===== src/rtl/apsq_pkg.sv =====
package apsq_pkg;
    typedef enum logic [2:0] {
        ST_RUN,
        ST_MUTING,
        ST_PSTAGE_OFF,
        ST_CLK_GATED,
        ST_WAKE_PSTAGE,
        ST_WAKE_MUTE
    } seq_state_t;

    localparam int PWR_BIT     = 7;
    localparam int AUTO_BIT    = 5;
    localparam int GUARD_BIT   = 4;
    localparam int BINLOSS_BIT = 3;
    localparam int INVMUTE_BIT = 2;
endpackage


===== src/rtl/apsq_mclk_monitor.sv =====
module apsq_mclk_monitor #(
    parameter int LOSS_CYC = 16
) (
    input  logic clk,
    input  logic rst_n,
    input  logic mclk_in,
    output logic lost
);
    localparam int CW = $clog2(LOSS_CYC + 1);
    localparam logic [CW-1:0] LIMIT = CW'(LOSS_CYC);

    logic [2:0]    sync_q;
    logic [CW-1:0] gap_q;
    logic          edge_seen;

    // two synchronizer stages plus one history stage
    always_ff @(posedge clk or negedge rst_n) begin
        if (!rst_n) sync_q <= '0;
        else        sync_q <= {sync_q[1:0], mclk_in};
    end

    assign edge_seen = sync_q[2] ^ sync_q[1];

    always_ff @(posedge clk or negedge rst_n) begin
        if (!rst_n)           gap_q <= '0;
        else if (edge_seen)   gap_q <= '0;
        else if (gap_q != LIMIT) gap_q <= gap_q + 1'b1;
    end

    assign lost = (gap_q == LIMIT);
endmodule


===== src/rtl/apsq_frame_guard.sv =====
module apsq_frame_guard #(
    parameter int FRAME_GUARD = 8
) (
    input  logic clk,
    input  logic rst_n,
    input  logic frame_in,
    input  logic guard_en,
    output logic pulse
);
    localparam int GW = $clog2(FRAME_GUARD + 1);
    localparam logic [GW-1:0] GMAX = GW'(FRAME_GUARD);

    logic [2:0]    fsync_q;
    logic [GW-1:0] since_q;
    logic          rise, accept;

    always_ff @(posedge clk or negedge rst_n) begin
        if (!rst_n) fsync_q <= '0;
        else        fsync_q <= {fsync_q[1:0], frame_in};
    end

    assign rise   = fsync_q[1] & ~fsync_q[2];
    assign accept = rise & (~guard_en | (since_q == GMAX));

    always_ff @(posedge clk or negedge rst_n) begin
        if (!rst_n) begin
            since_q <= GMAX;
            pulse   <= 1'b0;
        end else begin
            pulse <= accept;
            if (accept)              since_q <= '0;
            else if (since_q != GMAX) since_q <= since_q + 1'b1;
        end
    end
endmodule


===== src/rtl/apsq_seq_fsm.sv =====
module apsq_seq_fsm
    import apsq_pkg::*;
(
    input  logic clk,
    input  logic rst_n,
    input  logic pwr_on,
    input  logic mute_done,
    output logic seq_mute,
    output logic seq_pstage,
    output logic seq_clk_en
);
    seq_state_t state_q, state_d;

    always_ff @(posedge clk or negedge rst_n) begin
        if (!rst_n) state_q <= ST_RUN;
        else        state_q <= state_d;
    end

    always_comb begin
        state_d = state_q;
        unique case (state_q)
            ST_RUN:         if (!pwr_on)   state_d = ST_MUTING;
            ST_MUTING:      if (mute_done) state_d = ST_PSTAGE_OFF;
            ST_PSTAGE_OFF:                 state_d = ST_CLK_GATED;
            ST_CLK_GATED:   if (pwr_on)    state_d = ST_WAKE_PSTAGE;
            ST_WAKE_PSTAGE:                state_d = ST_WAKE_MUTE;
            ST_WAKE_MUTE:                  state_d = ST_RUN;
            default:                       state_d = ST_RUN;
        endcase
    end

    // outputs registered from the next state: clock gate is glitch-free
    always_ff @(posedge clk or negedge rst_n) begin
        if (!rst_n) begin
            seq_mute   <= 1'b0;
            seq_pstage <= 1'b0;
            seq_clk_en <= 1'b1;
        end else begin
            unique case (state_d)
                ST_RUN:         begin seq_mute <= 1'b0; seq_pstage <= 1'b0; seq_clk_en <= 1'b1; end
                ST_MUTING:      begin seq_mute <= 1'b1; seq_pstage <= 1'b0; seq_clk_en <= 1'b1; end
                ST_PSTAGE_OFF:  begin seq_mute <= 1'b1; seq_pstage <= 1'b1; seq_clk_en <= 1'b1; end
                ST_CLK_GATED:   begin seq_mute <= 1'b1; seq_pstage <= 1'b1; seq_clk_en <= 1'b0; end
                ST_WAKE_PSTAGE: begin seq_mute <= 1'b1; seq_pstage <= 1'b1; seq_clk_en <= 1'b1; end
                ST_WAKE_MUTE:   begin seq_mute <= 1'b1; seq_pstage <= 1'b0; seq_clk_en <= 1'b1; end
                default:        begin seq_mute <= 1'b0; seq_pstage <= 1'b0; seq_clk_en <= 1'b1; end
            endcase
        end
    end
endmodule


===== src/rtl/audio_pwr_seq.sv =====
module audio_pwr_seq
    import apsq_pkg::*;
#(
    parameter int LOSS_CYC    = 16,
    parameter int FRAME_GUARD = 8
) (
    input  logic       clk,
    input  logic       rst_n,
    input  logic [7:0] ctrl,
    input  logic       mclk_in,
    input  logic       bin_mode,
    input  logic       data_invalid,
    input  logic       frame_in,
    input  logic       mute_done,
    output logic       mute_req,
    output logic       pstage_off,
    output logic       clk_en,
    output logic       mclk_lost,
    output logic       force_half,
    output logic       frame_pulse
);
    logic seq_mute, seq_pstage;
    logic inv_mute_q, auto_off_q;

    apsq_mclk_monitor #(.LOSS_CYC(LOSS_CYC)) u_mon (
        .clk(clk), .rst_n(rst_n), .mclk_in(mclk_in), .lost(mclk_lost)
    );

    apsq_frame_guard #(.FRAME_GUARD(FRAME_GUARD)) u_fg (
        .clk(clk), .rst_n(rst_n), .frame_in(frame_in),
        .guard_en(ctrl[GUARD_BIT]), .pulse(frame_pulse)
    );

    apsq_seq_fsm u_fsm (
        .clk(clk), .rst_n(rst_n), .pwr_on(ctrl[PWR_BIT]), .mute_done(mute_done),
        .seq_mute(seq_mute), .seq_pstage(seq_pstage), .seq_clk_en(clk_en)
    );

    always_ff @(posedge clk or negedge rst_n) begin
        if (!rst_n) begin
            inv_mute_q <= 1'b0;
            auto_off_q <= 1'b0;
            force_half <= 1'b0;
        end else begin
            inv_mute_q <= ctrl[INVMUTE_BIT] & data_invalid;
            auto_off_q <= ctrl[AUTO_BIT] & mclk_lost;
            force_half <= ctrl[BINLOSS_BIT] & bin_mode & mclk_lost;
        end
    end

    assign mute_req   = seq_mute | inv_mute_q;
    assign pstage_off = seq_pstage | auto_off_q;
endmodule


===== config.mk =====
export PLATFORM = sky130hd
export DESIGN_NAME = audio_pwr_seq
export DESIGN_NICKNAME = d
export VERILOG_FILES = /design/src/rtl/apsq_pkg.sv /design/src/rtl/apsq_mclk_monitor.sv /design/src/rtl/apsq_frame_guard.sv /design/src/rtl/apsq_seq_fsm.sv /design/src/rtl/audio_pwr_seq.sv
export SDC_FILE = /design/constraint.sdc
export NUM_CORES = 1
export LEC_CHECK = 0
export ABC_AREA = 0
export BUFFER_PORTS_ARGS = -buffer_cell sky130_fd_sc_hd__buf_4
export CORE_ASPECT_RATIO = 0.75
export CORE_MARGIN = 4
export CORE_UTILIZATION = 30
export CTS_CLUSTER_DIAMETER = 100
export CTS_CLUSTER_SIZE = 24
export DETAILED_ROUTE_END_ITERATION = 8
export PLACE_DENSITY_LB_ADDON = 0.2
export SYNTH_ARGS = -nofsm -noshare
export SYNTH_HDL_FRONTEND = slang
export SYNTH_SLANG_ARGS = --single-unit

===== constraint.sdc =====
create_clock -name clk -period 1.9 [get_ports clk]
set_clock_uncertainty 0.1 [all_clocks]
set_input_delay 0.475 -clock clk [delete_from_list [all_inputs] [get_ports clk]]
set_output_delay 0.475 -clock clk [all_outputs]
set_load 0.02 [all_outputs]

==> summary.txt <==
Yosys
  • Ranking of synthesized cells by instance count: 23 x sky130_fd_sc_hd__dfrtp_1, 9 x sky130_fd_sc_hd__nor2_1, 6 x sky130_fd_sc_hd__nand2_1
  • Mux share of post-synthesis cell area: just under 3%
  • Cell type contributing the most total cell area after synthesis: sky130_fd_sc_hd__dfrtp_1
  • Main synth FF type: sky130_fd_sc_hd__dfrtp_1
  • Top cells by area, synth: sky130_fd_sc_hd__dfrtp_1 56%, sky130_fd_sc_hd__dfstp_2 5.1%, sky130_fd_sc_hd__ha_1 4.9%, sky130_fd_sc_hd__xor2_1 3.4%, sky130_fd_sc_hd__nor2_1 3.3%
  • Yosys reg bits: 25
  • Library cell with the highest instance count after synthesis: sky130_fd_sc_hd__dfrtp_1
  • Fraction of the mapped netlist area in adder cells: 4.87%
  • Fraction of synthesized cell area taken by the top area cell type: 56.0%
  • Proportion of register bits with asynchronous set or reset after synthesis: 100%
  • Yosys cell types: 26
  • Share of the synthesized netlist area taken by xor and xnor gates: 5.97%
  • Post-synthesis sequential area ratio: around 60%
  • Area share of and/or/nand/nor cells after synthesis: 18.5%
  • Total of warnings raised by yosys: 0
  • Area fraction in compound gates after synthesis: 3.65%
  • Number of enable flip-flop cells after synthesis: 0
  • Mapped Area: 1030 um^2
  • Net count after synthesis: 105
  • Combinational family with the most area after synthesis: simple AND/OR/NAND/NOR gates
  • Gate count of the mapped netlist: 86
  • Average cell area after synthesis: 11.9 um^2

Power
  • Overall power after layout: 1.48 mW
  • Cell Int Power: 1.02 mW
  • Power per cell area: 1180 nW/um^2
  • Power share of the clock group: 20.2%
  • Leakage power total: 0.602 nW
  • Comb power frac: ~28%
  • Maximum resistive drop on vdd: between 500 and 600 uV
  • Switching power summed over all nets: 0.461 mW
  • Share of total power in sequential cells: ~52%
  • Switching fraction of total power: between 30% and 40%

CTS
  • Number of levels in the clock H-tree: 1
  • Number of clock sinks: 25
  • Clock edge transition at the registers on the reported setup and hold paths: 0.08 ns
  • TritonCTS clock tree: yes
  • Clock buffers created by TritonCTS: 3
  • Root cell of the clock tree: sky130_fd_sc_hd__clkbuf_8
  • Skew-Pair Late Insertion Delay: 0.26 ns
  • Max Root-Sink Buffers: 2

Routing
  • Number of vias after detailed routing: 643
  • DRT Pass-1 Iters: 3
  • Number of routed nets with antenna violations: 0
  • Routed via count divided by cell count: 4.34
  • Sum of routed wire length over all layers: 1.64 mm
  • Starting DRT DRC Count: 16
  • DRC errors left: 0
  • Routed length per instance: 11.1 um

Timing
  • Slew at the pin closest to its max-slew limit: 0.383 ns
  • Count of final setup violators: 0
  • Max transition margin: 74.4%
  • Maximum frequency from static timing analysis: 547 MHz
  • RSZ-0062 raised after global routing: false
  • Post-route worst setup slack: 0.0726 ns
  • Number of endpoints with negative hold slack in the final report: 0
  • Setup TNS: 0 ns
  • Max Transition Viols Final: 0
  • Min Tclk post-route: 1.83 ns
  • Fin Hold WS: 0.00212 ns
  • Share of the clock period used by the worst path after layout: between 90% and 100%

Place
  • Post-Place Cells: 142
  • Placed cell area: 1200 um^2
  • IO Port Bufs: 17
  • Gp weighted congestion: 0.746
  • HPWL after DPL: roughly 1.2 mm
  • Post-place setup slack: 0.310 ns

Critical path
  • Worst Path Required: around 1.3 ns
  • Critical path buffer and inverter count: 2
  • Crit-path leading delay family: flip-flops
  • Worst endpoint data arrival time: 1.25 ns
  • Worst-path cell chain: inv_2 -> ha_1 -> and4bb_1 -> buf_6
  • Critical path type: flip-flop to primary output
  • Category of the worst setup path capture point: primary output
  • Critical path's largest stage delay: 0.41 ns
  • Category of the worst setup path launch point: flip-flop
  • Max FO, Critical Path: 3
  • CP max stage cell: sky130_fd_sc_hd__dfrtp_1

Layout
  • Share of post-route cells with drive strength above 1: between 20% and 30%
  • Total non-filler cell area in the finished layout: 1260 um^2
  • Post-route non-filler standard cell count: 148
  • Antenna diodes: 0
  • Area Growth Syn to Fin: 22.8%
  • Post-layout net count: 128
  • Final Util: 38.4%

Global routing
  • Aggregate global-route resource usage: 8.39%
  • Number of antenna violations at the first check in global routing: 0
  • Final global-route overflow total: 0
  • First-pass GRT wire length: 2.84 mm
  • Via count of the first global-routing pass: 698
  • Maximum number of pins on one net before global-route repair: 26

Floorplan
  • Initial Util: between 30% and 40%
  • Die W: between 70 and 80 um
  • Row Count: 18
  • Ports: 21
  • Die Outline Area: 4430 um^2
  • Die height: 58.7 um
  • Placeable core region: 3290 um^2

Flow run
  • Number of max-cap violations: 0

Run status
  • Outcome: completed

Hold path
  • Hold Crit Class: input port to asynchronous set/reset pin
-- logic make-up (layout without fill, tap and decap cells) --
kind of cell | Yosys count | after routing
fa+ha+maj | 4 | 4
xor+xnor | 7 | 7
buf+inv | 6 | 28
mux | 3 | 3
flops | 25 | 25
compound gates | 6 | 6
simple gates | 35 | 35
-- path summary, 6_finish.rpt --
kind                                                 start                         end  slack [ns]  cells past startpoint
worst min register to register   u_fg.fsync_q[0]$_DFF_PN0_   u_fg.fsync_q[1]$_DFF_PN0_        0.25                      0
min in group clk                                  frame_in   u_fg.fsync_q[0]$_DFF_PN0_        0.22                      1
max in group asynchronous                            rst_n  u_fsm.seq_clk_en$_DFF_PN1_        1.41                      1
worst max-delay path            u_mon.gap_q[0]$_DFFE_PN0P_                   mclk_lost        0.07                      4
worst max register to register  u_mon.gap_q[0]$_DFFE_PN0P_  u_mon.gap_q[1]$_DFFE_PN0P_        0.42                      6
worst min-delay path                                 rst_n   u_fg.fsync_q[1]$_DFF_PN0_       0.002                      1
-- power groups by stage --
stage	clock network, mW	registers, mW	logic (mW)
4_1_cts	0.319	0.778	0.408
6_report	0.299	0.775	0.408
2_1_floorplan	0	0.760	0.293
3_5_place_dp	0	0.787	0.408
3_3_place_gp	0	0.779	0.390
5_1_grt	0.333	0.800	0.469
-- cell usage in the layout (no fill, tap or decap) --
master and instances:
sky130_fd_sc_hd__nand3_1 4, sky130_fd_sc_hd__a221oi_1 1, sky130_fd_sc_hd__nor3_1 1, sky130_fd_sc_hd__xnor2_1 3
sky130_fd_sc_hd__dfstp_2 2, sky130_fd_sc_hd__clkbuf_1 1, sky130_fd_sc_hd__and4bb_1 1, sky130_fd_sc_hd__clkbuf_8 3
sky130_fd_sc_hd__and2_1 1, sky130_fd_sc_hd__nor2b_1 1, sky130_fd_sc_hd__buf_6 1, sky130_fd_sc_hd__or2_2 2
sky130_fd_sc_hd__a21oi_1 4, sky130_fd_sc_hd__nor2_1 9, sky130_fd_sc_hd__a21oi_2 1, sky130_fd_sc_hd__ha_1 4
sky130_fd_sc_hd__inv_2 1, sky130_fd_sc_hd__dfrtp_1 23, sky130_fd_sc_hd__or3b_1 1, sky130_fd_sc_hd__mux2i_1 3
sky130_fd_sc_hd__and3_2 1, sky130_fd_sc_hd__nand3b_1 3, sky130_fd_sc_hd__xor2_1 4, sky130_fd_sc_hd__buf_4 19
sky130_fd_sc_hd__nand2b_1 3, sky130_fd_sc_hd__or2_0 1, sky130_fd_sc_hd__nand2_1 6, sky130_fd_sc_hd__inv_1 3
sky130_fd_sc_hd__and2_2 1
-- worst reg2reg max path, cell delays in order, from the launching register on --
cell and delay (ns):
sky130_fd_sc_hd__dfrtp_1 0.41, sky130_fd_sc_hd__inv_2 0.07, sky130_fd_sc_hd__ha_1 0.13, sky130_fd_sc_hd__and4bb_1 0.25
sky130_fd_sc_hd__buf_4 0.16, sky130_fd_sc_hd__mux2i_1 0.18, sky130_fd_sc_hd__nor2_1 0.05
-- what timing repair did --
item	4_1_cts	5_1_grt
hold buffers	0	0
endpoints found under the setup margin	0	1
buffers inserted	0	2
resized for setup	0	2
-- cell type report --
class                   count  area, um^2
fillers                   334        2030
well taps                  40        50.0
repair buffers             20         154
clock buffers               4        45.0
flip-flops and latches     25         628
multi-input cells          55         369
inverters                   4        15.0
-- layer usage --
layer,wire length [um],vias up,track usage [%]
li1,-,322,-
met1,752,305,10.1
met2,747,16,13.9
met3,137,0,4.44
met4,0,0,0.748
met5,0,-,0
-- registers in the layout, summed over array words and instances, names as in the netlist --
register / flops
inv_mute_q: 1
auto_off_q: 1
u_fg.pulse: 1
u_mon.sync_q: 3
u_mon.gap_q: 5
u_fsm.state_q: 3
u_fsm.seq_clk_en: 1
u_fg.since_q: 4
u_fsm.seq_mute: 1
u_fsm.seq_pstage: 1
force_half: 1
u_fg.fsync_q: 3
(Power assumes the default switching activity.)
